### src/rtl/coh_pkg.sv
package coh_pkg;

   typedef enum logic [1:0] {
      LS_INV = 2'd0,
      LS_SHR = 2'd1,
      LS_MOD = 2'd2
   } line_st_e;

   typedef enum logic [1:0] {
      BC_IDLE  = 2'd0,
      BC_FETCH = 2'd1,
      BC_INVAL = 2'd2,
      BC_WBACK = 2'd3
   } bus_cmd_e;

endpackage

### src/rtl/coh_line_store.sv
module coh_line_store
   import coh_pkg::*;
#(
   parameter int LINES  = 4,
   parameter int TAG_W  = 6,
   parameter int DATA_W = 16,
   localparam int IDX_W = $clog2(LINES)
) (
   input  logic              clk,
   input  logic              rst_n,
   // local port: granted transactions and processor writes
   input  logic              a_en,
   input  logic [IDX_W-1:0]  a_idx,
   input  line_st_e          a_st,
   input  logic              a_ld_tag,
   input  logic [TAG_W-1:0]  a_tag,
   input  logic              a_ld_dat,
   input  logic [DATA_W-1:0] a_dat,
   // snoop port: state changes only
   input  logic              b_en,
   input  logic [IDX_W-1:0]  b_idx,
   input  line_st_e          b_st,
   // read ports
   input  logic [IDX_W-1:0]  c_idx,
   output line_st_e          c_st,
   output logic [TAG_W-1:0]  c_tag,
   output logic [DATA_W-1:0] c_dat,
   input  logic [IDX_W-1:0]  s_idx,
   output line_st_e          s_st,
   output logic [TAG_W-1:0]  s_tag,
   output logic [DATA_W-1:0] s_dat
);

   line_st_e          st_arr  [LINES];
   logic [TAG_W-1:0]  tag_arr [LINES];
   logic [DATA_W-1:0] dat_arr [LINES];

   for (genvar g = 0; g < LINES; g++) begin : g_line
      line_st_e          st_r;
      logic [TAG_W-1:0]  tag_r;
      logic [DATA_W-1:0] dat_r;
      logic              sel_a;
      logic              sel_b;

      assign sel_a = a_en && (a_idx == IDX_W'(g));
      assign sel_b = b_en && (b_idx == IDX_W'(g));

      always_ff @(posedge clk or negedge rst_n) begin
         if (!rst_n) begin
            st_r  <= LS_INV;
            tag_r <= '0;
            dat_r <= '0;
         end else if (sel_a) begin
            st_r <= a_st;
            if (a_ld_tag) tag_r <= a_tag;
            if (a_ld_dat) dat_r <= a_dat;
         end else if (sel_b) begin
            st_r <= b_st;
         end
      end

      assign st_arr[g]  = st_r;
      assign tag_arr[g] = tag_r;
      assign dat_arr[g] = dat_r;
   end

   assign c_st  = st_arr[c_idx];
   assign c_tag = tag_arr[c_idx];
   assign c_dat = dat_arr[c_idx];
   assign s_st  = st_arr[s_idx];
   assign s_tag = tag_arr[s_idx];
   assign s_dat = dat_arr[s_idx];

endmodule

### src/rtl/coh_req_decode.sv
module coh_req_decode
   import coh_pkg::*;
#(
   parameter int TAG_W = 6
) (
   input  logic             cpu_req,
   input  logic             cpu_we,
   input  logic [TAG_W-1:0] cpu_tag,
   input  line_st_e         ln_st,
   input  logic [TAG_W-1:0] ln_tag,
   input  logic             snp_clash,
   output bus_cmd_e         need,
   output logic             hit,
   output logic             done
);

   always_comb begin
      hit  = (ln_st != LS_INV) && (ln_tag == cpu_tag);
      need = BC_IDLE;
      if (cpu_req) begin
         if (!hit)
            need = (ln_st == LS_MOD) ? BC_WBACK : BC_FETCH;
         else if (cpu_we && ln_st == LS_SHR)
            need = BC_INVAL;
      end
      done = cpu_req && hit && (need == BC_IDLE) && !snp_clash;
   end

endmodule

### src/rtl/coh_snoop_unit.sv
module coh_snoop_unit
   import coh_pkg::*;
#(
   parameter int TAG_W = 6
) (
   input  logic             snp_valid,
   input  logic [1:0]       snp_cmd,
   input  logic [TAG_W-1:0] snp_tag,
   input  line_st_e         ln_st,
   input  logic [TAG_W-1:0] ln_tag,
   input  logic             own_busy,
   output logic             supply,
   output logic             upd_en,
   output line_st_e         upd_st
);

   logic match;

   always_comb begin
      match  = snp_valid && (ln_st != LS_INV) && (ln_tag == snp_tag);
      supply = match && (snp_cmd == BC_FETCH) && (ln_st == LS_MOD);
      upd_en = 1'b0;
      upd_st = ln_st;
      if (match && !own_busy) begin
         if (snp_cmd == BC_INVAL) begin
            upd_en = 1'b1;
            upd_st = LS_INV;
         end else if (supply) begin
            upd_en = 1'b1;
            upd_st = LS_SHR;
         end
      end
   end

endmodule

### src/rtl/coh_snoop_ctrl.sv
module coh_snoop_ctrl
   import coh_pkg::*;
#(
   parameter int ADDR_W = 8,
   parameter int DATA_W = 16,
   parameter int LINES  = 4
) (
   input  logic              clk,
   input  logic              rst_n,
   input  logic              cpu_req,
   input  logic              cpu_we,
   input  logic [ADDR_W-1:0] cpu_addr,
   input  logic [DATA_W-1:0] cpu_wdata,
   output logic              cpu_ack,
   output logic [DATA_W-1:0] cpu_rdata,
   output logic              bus_req,
   input  logic              bus_gnt,
   output logic [1:0]        bus_cmd,
   output logic [ADDR_W-1:0] bus_addr,
   output logic [DATA_W-1:0] bus_wdata,
   input  logic [DATA_W-1:0] bus_rdata,
   input  logic              snp_valid,
   input  logic [1:0]        snp_cmd,
   input  logic [ADDR_W-1:0] snp_addr,
   output logic              snp_supply,
   output logic [DATA_W-1:0] snp_data
);

   localparam int IDX_W = $clog2(LINES);
   localparam int TAG_W = ADDR_W - IDX_W;

   if (LINES < 2 || (LINES & (LINES - 1)) != 0) begin : g_bad_lines
      $error("LINES must be a power of two and at least 2");
   end
   if (ADDR_W <= IDX_W) begin : g_bad_addr
      $error("ADDR_W must exceed the index width");
   end
   if (DATA_W < 1) begin : g_bad_data
      $error("DATA_W must be positive");
   end

   logic [IDX_W-1:0]  c_idx, s_idx;
   logic [TAG_W-1:0]  c_tagin, s_tagin;
   line_st_e          c_st, s_st;
   logic [TAG_W-1:0]  c_tag, s_tag;
   logic [DATA_W-1:0] c_dat, s_dat;
   bus_cmd_e          need;
   logic              hit, done, clash, granted;
   logic              a_en, a_ld_tag, a_ld_dat;
   line_st_e          a_st;
   logic [DATA_W-1:0] a_dat;
   logic              b_en;
   line_st_e          b_st;

   assign c_idx   = cpu_addr[IDX_W-1:0];
   assign c_tagin = cpu_addr[ADDR_W-1:IDX_W];
   assign s_idx   = snp_addr[IDX_W-1:0];
   assign s_tagin = snp_addr[ADDR_W-1:IDX_W];
   assign clash   = snp_valid && (s_idx == c_idx);

   coh_line_store #(.LINES(LINES), .TAG_W(TAG_W), .DATA_W(DATA_W)) u_store (
      .clk(clk), .rst_n(rst_n),
      .a_en(a_en), .a_idx(c_idx), .a_st(a_st), .a_ld_tag(a_ld_tag),
      .a_tag(c_tagin), .a_ld_dat(a_ld_dat), .a_dat(a_dat),
      .b_en(b_en), .b_idx(s_idx), .b_st(b_st),
      .c_idx(c_idx), .c_st(c_st), .c_tag(c_tag), .c_dat(c_dat),
      .s_idx(s_idx), .s_st(s_st), .s_tag(s_tag), .s_dat(s_dat)
   );

   coh_req_decode #(.TAG_W(TAG_W)) u_dec (
      .cpu_req(cpu_req), .cpu_we(cpu_we), .cpu_tag(c_tagin),
      .ln_st(c_st), .ln_tag(c_tag), .snp_clash(clash),
      .need(need), .hit(hit), .done(done)
   );

   assign bus_req = (need != BC_IDLE);
   assign granted = bus_req && bus_gnt;

   coh_snoop_unit #(.TAG_W(TAG_W)) u_snp (
      .snp_valid(snp_valid), .snp_cmd(snp_cmd), .snp_tag(s_tagin),
      .ln_st(s_st), .ln_tag(s_tag), .own_busy(granted),
      .supply(snp_supply), .upd_en(b_en), .upd_st(b_st)
   );

   always_comb begin
      a_en     = 1'b0;
      a_st     = c_st;
      a_ld_tag = 1'b0;
      a_ld_dat = 1'b0;
      a_dat    = cpu_wdata;
      if (granted) begin
         a_en = 1'b1;
         unique case (need)
            BC_FETCH: begin
               a_st     = LS_SHR;
               a_ld_tag = 1'b1;
               a_ld_dat = 1'b1;
               a_dat    = bus_rdata;
            end
            BC_INVAL: a_st = LS_MOD;
            BC_WBACK: a_st = LS_INV;
            default:  a_en = 1'b0;
         endcase
      end else if (done && cpu_we) begin
         a_en     = 1'b1;
         a_st     = LS_MOD;
         a_ld_dat = 1'b1;
      end
   end

   assign cpu_ack   = done;
   assign cpu_rdata = c_dat;
   assign bus_cmd   = need;
   assign bus_addr  = (need == BC_WBACK) ? {c_tag, c_idx} : cpu_addr;
   assign bus_wdata = c_dat;
   assign snp_data  = s_dat;

   logic unused_hit;
   assign unused_hit = hit;

endmodule

### config.mk
export PLATFORM = sky130hd
export DESIGN_NAME = coh_snoop_ctrl
export DESIGN_NICKNAME = d
export VERILOG_FILES = /design/src/rtl/coh_pkg.sv /design/src/rtl/coh_line_store.sv /design/src/rtl/coh_req_decode.sv /design/src/rtl/coh_snoop_unit.sv /design/src/rtl/coh_snoop_ctrl.sv
export SDC_FILE = /design/constraint.sdc
export NUM_CORES = 1
export LEC_CHECK = 0
export BUFFER_PORTS_ARGS = -buffer_cell sky130_fd_sc_hd__buf_2
export CAP_MARGIN = 20
export CORE_MARGIN = 1.5
export CORE_UTILIZATION = 55
export DETAILED_ROUTE_END_ITERATION = 10
export GPL_TIMING_DRIVEN = 0
export PLACE_DENSITY = 0.8
export SYNTH_ARGS = -nofsm -noshare
export SYNTH_HDL_FRONTEND = slang
export SYNTH_SLANG_ARGS = --single-unit
### constraint.sdc
create_clock -name clk -period 3.23 [get_ports clk]
set_clock_uncertainty 0.1 [all_clocks]
set_input_delay 0.323 -clock clk [delete_from_list [all_inputs] [get_ports clk]]
set_output_delay 0.323 -clock clk [all_outputs]
set_load 0.1 [all_outputs]
==> impl_metrics.json <==
{
  "worstSetupStartpointType": "flip-flop",
  "numCtsBuffers": 9,
  "finalSetupViolations": 0,
  "path_clk_slew_ns": 0.10,
  "synth_ff_type": "dfrtp_1",
  "critical_path_arrival_ns": 2.75,
  "crit_start": "u_store.g_line[3].tag_r[3]",
  "p_per_area_nw_per_um2": 752.5,
  "cp_top_family": "multiplexers",
  "r2r-start": "u_store.g_line[3].tag_r[3]",
  "port_buffers": 116,
  "drt_first_pass_iters": 4,
  "postSynthCellCount": 390,
  "htreeDepth": 3,
  "synth-edff-count": 0,
  "worst-r2r-setup-slack_ns": 0.08,
  "placed_cells": 640,
  "layout_setup_ws_ns": 0.05763,
  "fp.dieW_um": 104.0,
  "hpwl_um": 9227,
  "drive_gt1_share_pct": 59.12,
  "core_um2": 9819,
  "timing.fmax_ghz": 0.3152,
  "gp_congestion": 0.8356,
  "path_buf_inv": 1,
  "grt_max_degree": 54,
  "required_ns": 2.81,
  "clock-sinks": 96,
  "synth.most_common_cell": "dfrtp_1",
  "path_cells": "mux4_2 > xnor2_1 > nand4_4 > nor2_2 > nor2_1 > nand2_2 > mux2_2 > buf_4",
  "ys_warn_count": 0,
  "synth_top_area_share_pct": 42.83,
  "rows": 36,
  "pre_cts_slack_ns": -0.8757,
  "cts_tree": "built",
  "min_to": "u_store.g_line[0].tag_r[3]",
  "hold_path.class": "input port to flip-flop",
  "async_flop_share_pct": 100.0,
  "ys_ff_latch": 96,
  "clock_latency_ns": 0.37,
  "syn_area_per_cell_um2": 14.38,
  "first_iter_violations": 168,
  "grt_pass1_wl_um": 21450,
  "drv_cap": 0,
  "cts_root_buf": "clkbuf_8",
  "maxSlewViolCount": 0,
  "power_leakage_nw": 3.191,
  "initial_utilization_pct": 57.12,
  "finalNetCount": 594,
  "hold_viol": 0,
  "pin_count": 117,
  "peakVddDrop_v": 0.0006851,
  "min_from": "cpu_addr[5]",
  "grt_overflow": 0,
  "reg2regPathDepth": 11,
  "fin_crit_ns": 3.172,
  "antenna_cells": 0,
  "yosysTopAreaCell": "dfrtp_1",
  "worst_slew_pin_slew_ns": 0.9075,
  "nFillCells": 709,
  "detail_route.wl_per_cell_um": 19.51,
  "clockBufferDepth": 2,
  "syn_to_final_growth_pct": 22.55,
  "relSlewSlack_pct": 39.50,
  "setup.worst_path.class": "flip-flop to primary output",
  "ant_nets": 0,
  "via_per_inst": 5.907,
  "synth_area_leaders": "dfrtp_1, mux4_2, mux2_2",
  "max_stage_delay_ns": 0.50,
  "stdcell_count": 676,
  "grt_pass1_vias": 4232,
  "r2r-end": "u_store.g_line[2].dat_r[13]",
  "synth.distinct_cells": 40,
  "ys_top_cells_by_count": "dfrtp_1, mux2_2, mux4_2",
  "syn_area_um2": 5609,
  "syn-num-nets": 446,
  "end_kind": "primary output",
  "vias": 3993,
  "grt_usage_pct": 25.41,
  "final_util_pct": 70.01,
  "die_area_um2": 10810,
  "period_share_pct": 98.22,
  "routed_wl_um": 13190,
  "crit_path_top_delay_cell": "mux4_2",
  "synth_seq_area_share_pct": 42.83,
  "die_h_um": 104.0,
  "antenna_found_initial": 0,
  "drc": 0,
  "path_max_fanout": 6,
  "status": "completed",
  "holdPathStages": 2
}
==> cell type report <==
type	instances	area (um^2)	area share, %
multi-input cells	251	3019	43.92
flip-flops and latches	96	2402	34.95
repair buffers	137	780.7	11.36
plain buffers	41	267.8	3.895
well taps	133	166.4	2.421
clock buffers	10	137.6	2.002
clock inverters	6	92.59	1.347
inverters	2	7.507	0.1092
==> layer usage <==
metal / vias to the layer above / global-route usage (%) / routed length (um)
li1: 1766 / - / -
met1: 2064 / 33.76 / 5524
met2: 144 / 43.61 / 6790
met3: 19 / 3.258 / 677
met4: 0 / 8.234 / 197
met5: - / 0 / 0
==> worst reg2reg max path, stage by stage (launching register included) <==
cell and delay [ns]:
dfrtp_1 0.41, mux4_2 0.50, xnor2_1 0.26, nand4_4 0.19, buf_4 0.19, nor4_4 0.11, buf_4 0.20, nor2b_1 0.07
buf_2 0.19, nor2_4 0.26, buf_6 0.22, mux2_1 0.34
==> report_power, final <==
part / switching (W) / internal, W
registers: 0.000202 / 0.00148
logic: 0.00185 / 0.000745
clock network: 0.000436 / 0.000460
==> stage by stage <==
stage | hold WS [ns] | instance area [um^2] | TNS [ns] | power [W]
4_1_cts | 0.1370 | 6696 | 0 | 0.005149
5_1_grt | 0.1643 | 6874 | -0.9616 | 0.005360
3_3_place_gp | 0.3788 | 6362 | -61.06 | 0.004170
2_1_floorplan | -0.07259 | 5615 | 0 | 0.003834
3_5_place_dp | 0.2648 | 6392 | -65.63 | 0.004243
6_report | 0.1442 | 6874 | 0 | 0.005173
==> registers in the layout (all words and copies together) (netlist names) <==
| name | flops |
|---|---|
| u_store.g_line.st_r | 8 |
| u_store.g_line.dat_r | 64 |
| u_store.g_line.tag_r | 24 |
==> timing repair <==
| action | in CTS | in global routing |
|---|---|---|
| buffers inserted | 4 | 15 |
| pin swaps | 3 | 4 |
| gates resized for setup | 15 | 16 |
| hold endpoints to repair | 43 | 0 |
| hold buffers | 1 | 0 |
| endpoints found under the setup margin | 103 | 88 |
==> worst max-delay path by stage <==
stage,slack [ns],depth (start not counted),to
5_1_grt,-0.07,8,bus_addr[6]
3_5_place_dp,-0.88,9,u_store.g_line[3].dat_r[0]
2_1_floorplan,0.05,6,bus_req
3_3_place_gp,-0.81,9,u_store.g_line[2].dat_r[13]
6_report,0.06,8,bus_addr[6]
4_1_cts,0.003,11,u_store.g_line[1].dat_r[9]
==> cells in the final DEF, fill, tap and decap left out, types with 3 or more instances in the layout <==
master    count
a31oi_1       4
buf_2       112
buf_4        48
clkbuf_1      6
clkbuf_2      3
clkbuf_4      3
clkbuf_8     10
dfrtp_1      96
mux2_1       46
mux2_2       64
mux4_2       48
nand2_1       5
nand3_1       3
nor2_1        7
nor2_2        4
nor2_4        4
nor2b_1       6
o211ai_1      3
o21ai_0      14
o21ai_2       3
o22ai_1       3
xnor2_1       8
xnor2_2       4
==> logic make-up (layout without fill, tap and decap cells) <==
family	Yosys count	count (layout)	share of synthesized area (%)
AOI/OAI and AO/OA	34	34	4.082
muxes	158	158	41.36
DFF	96	96	42.83
xor gates and xnor gates	14	14	2.186
and+or+nand+nor	45	45	5.064
buffers and inverters	43	196	4.484
Note: power is estimated with default switching activity, not from simulation.
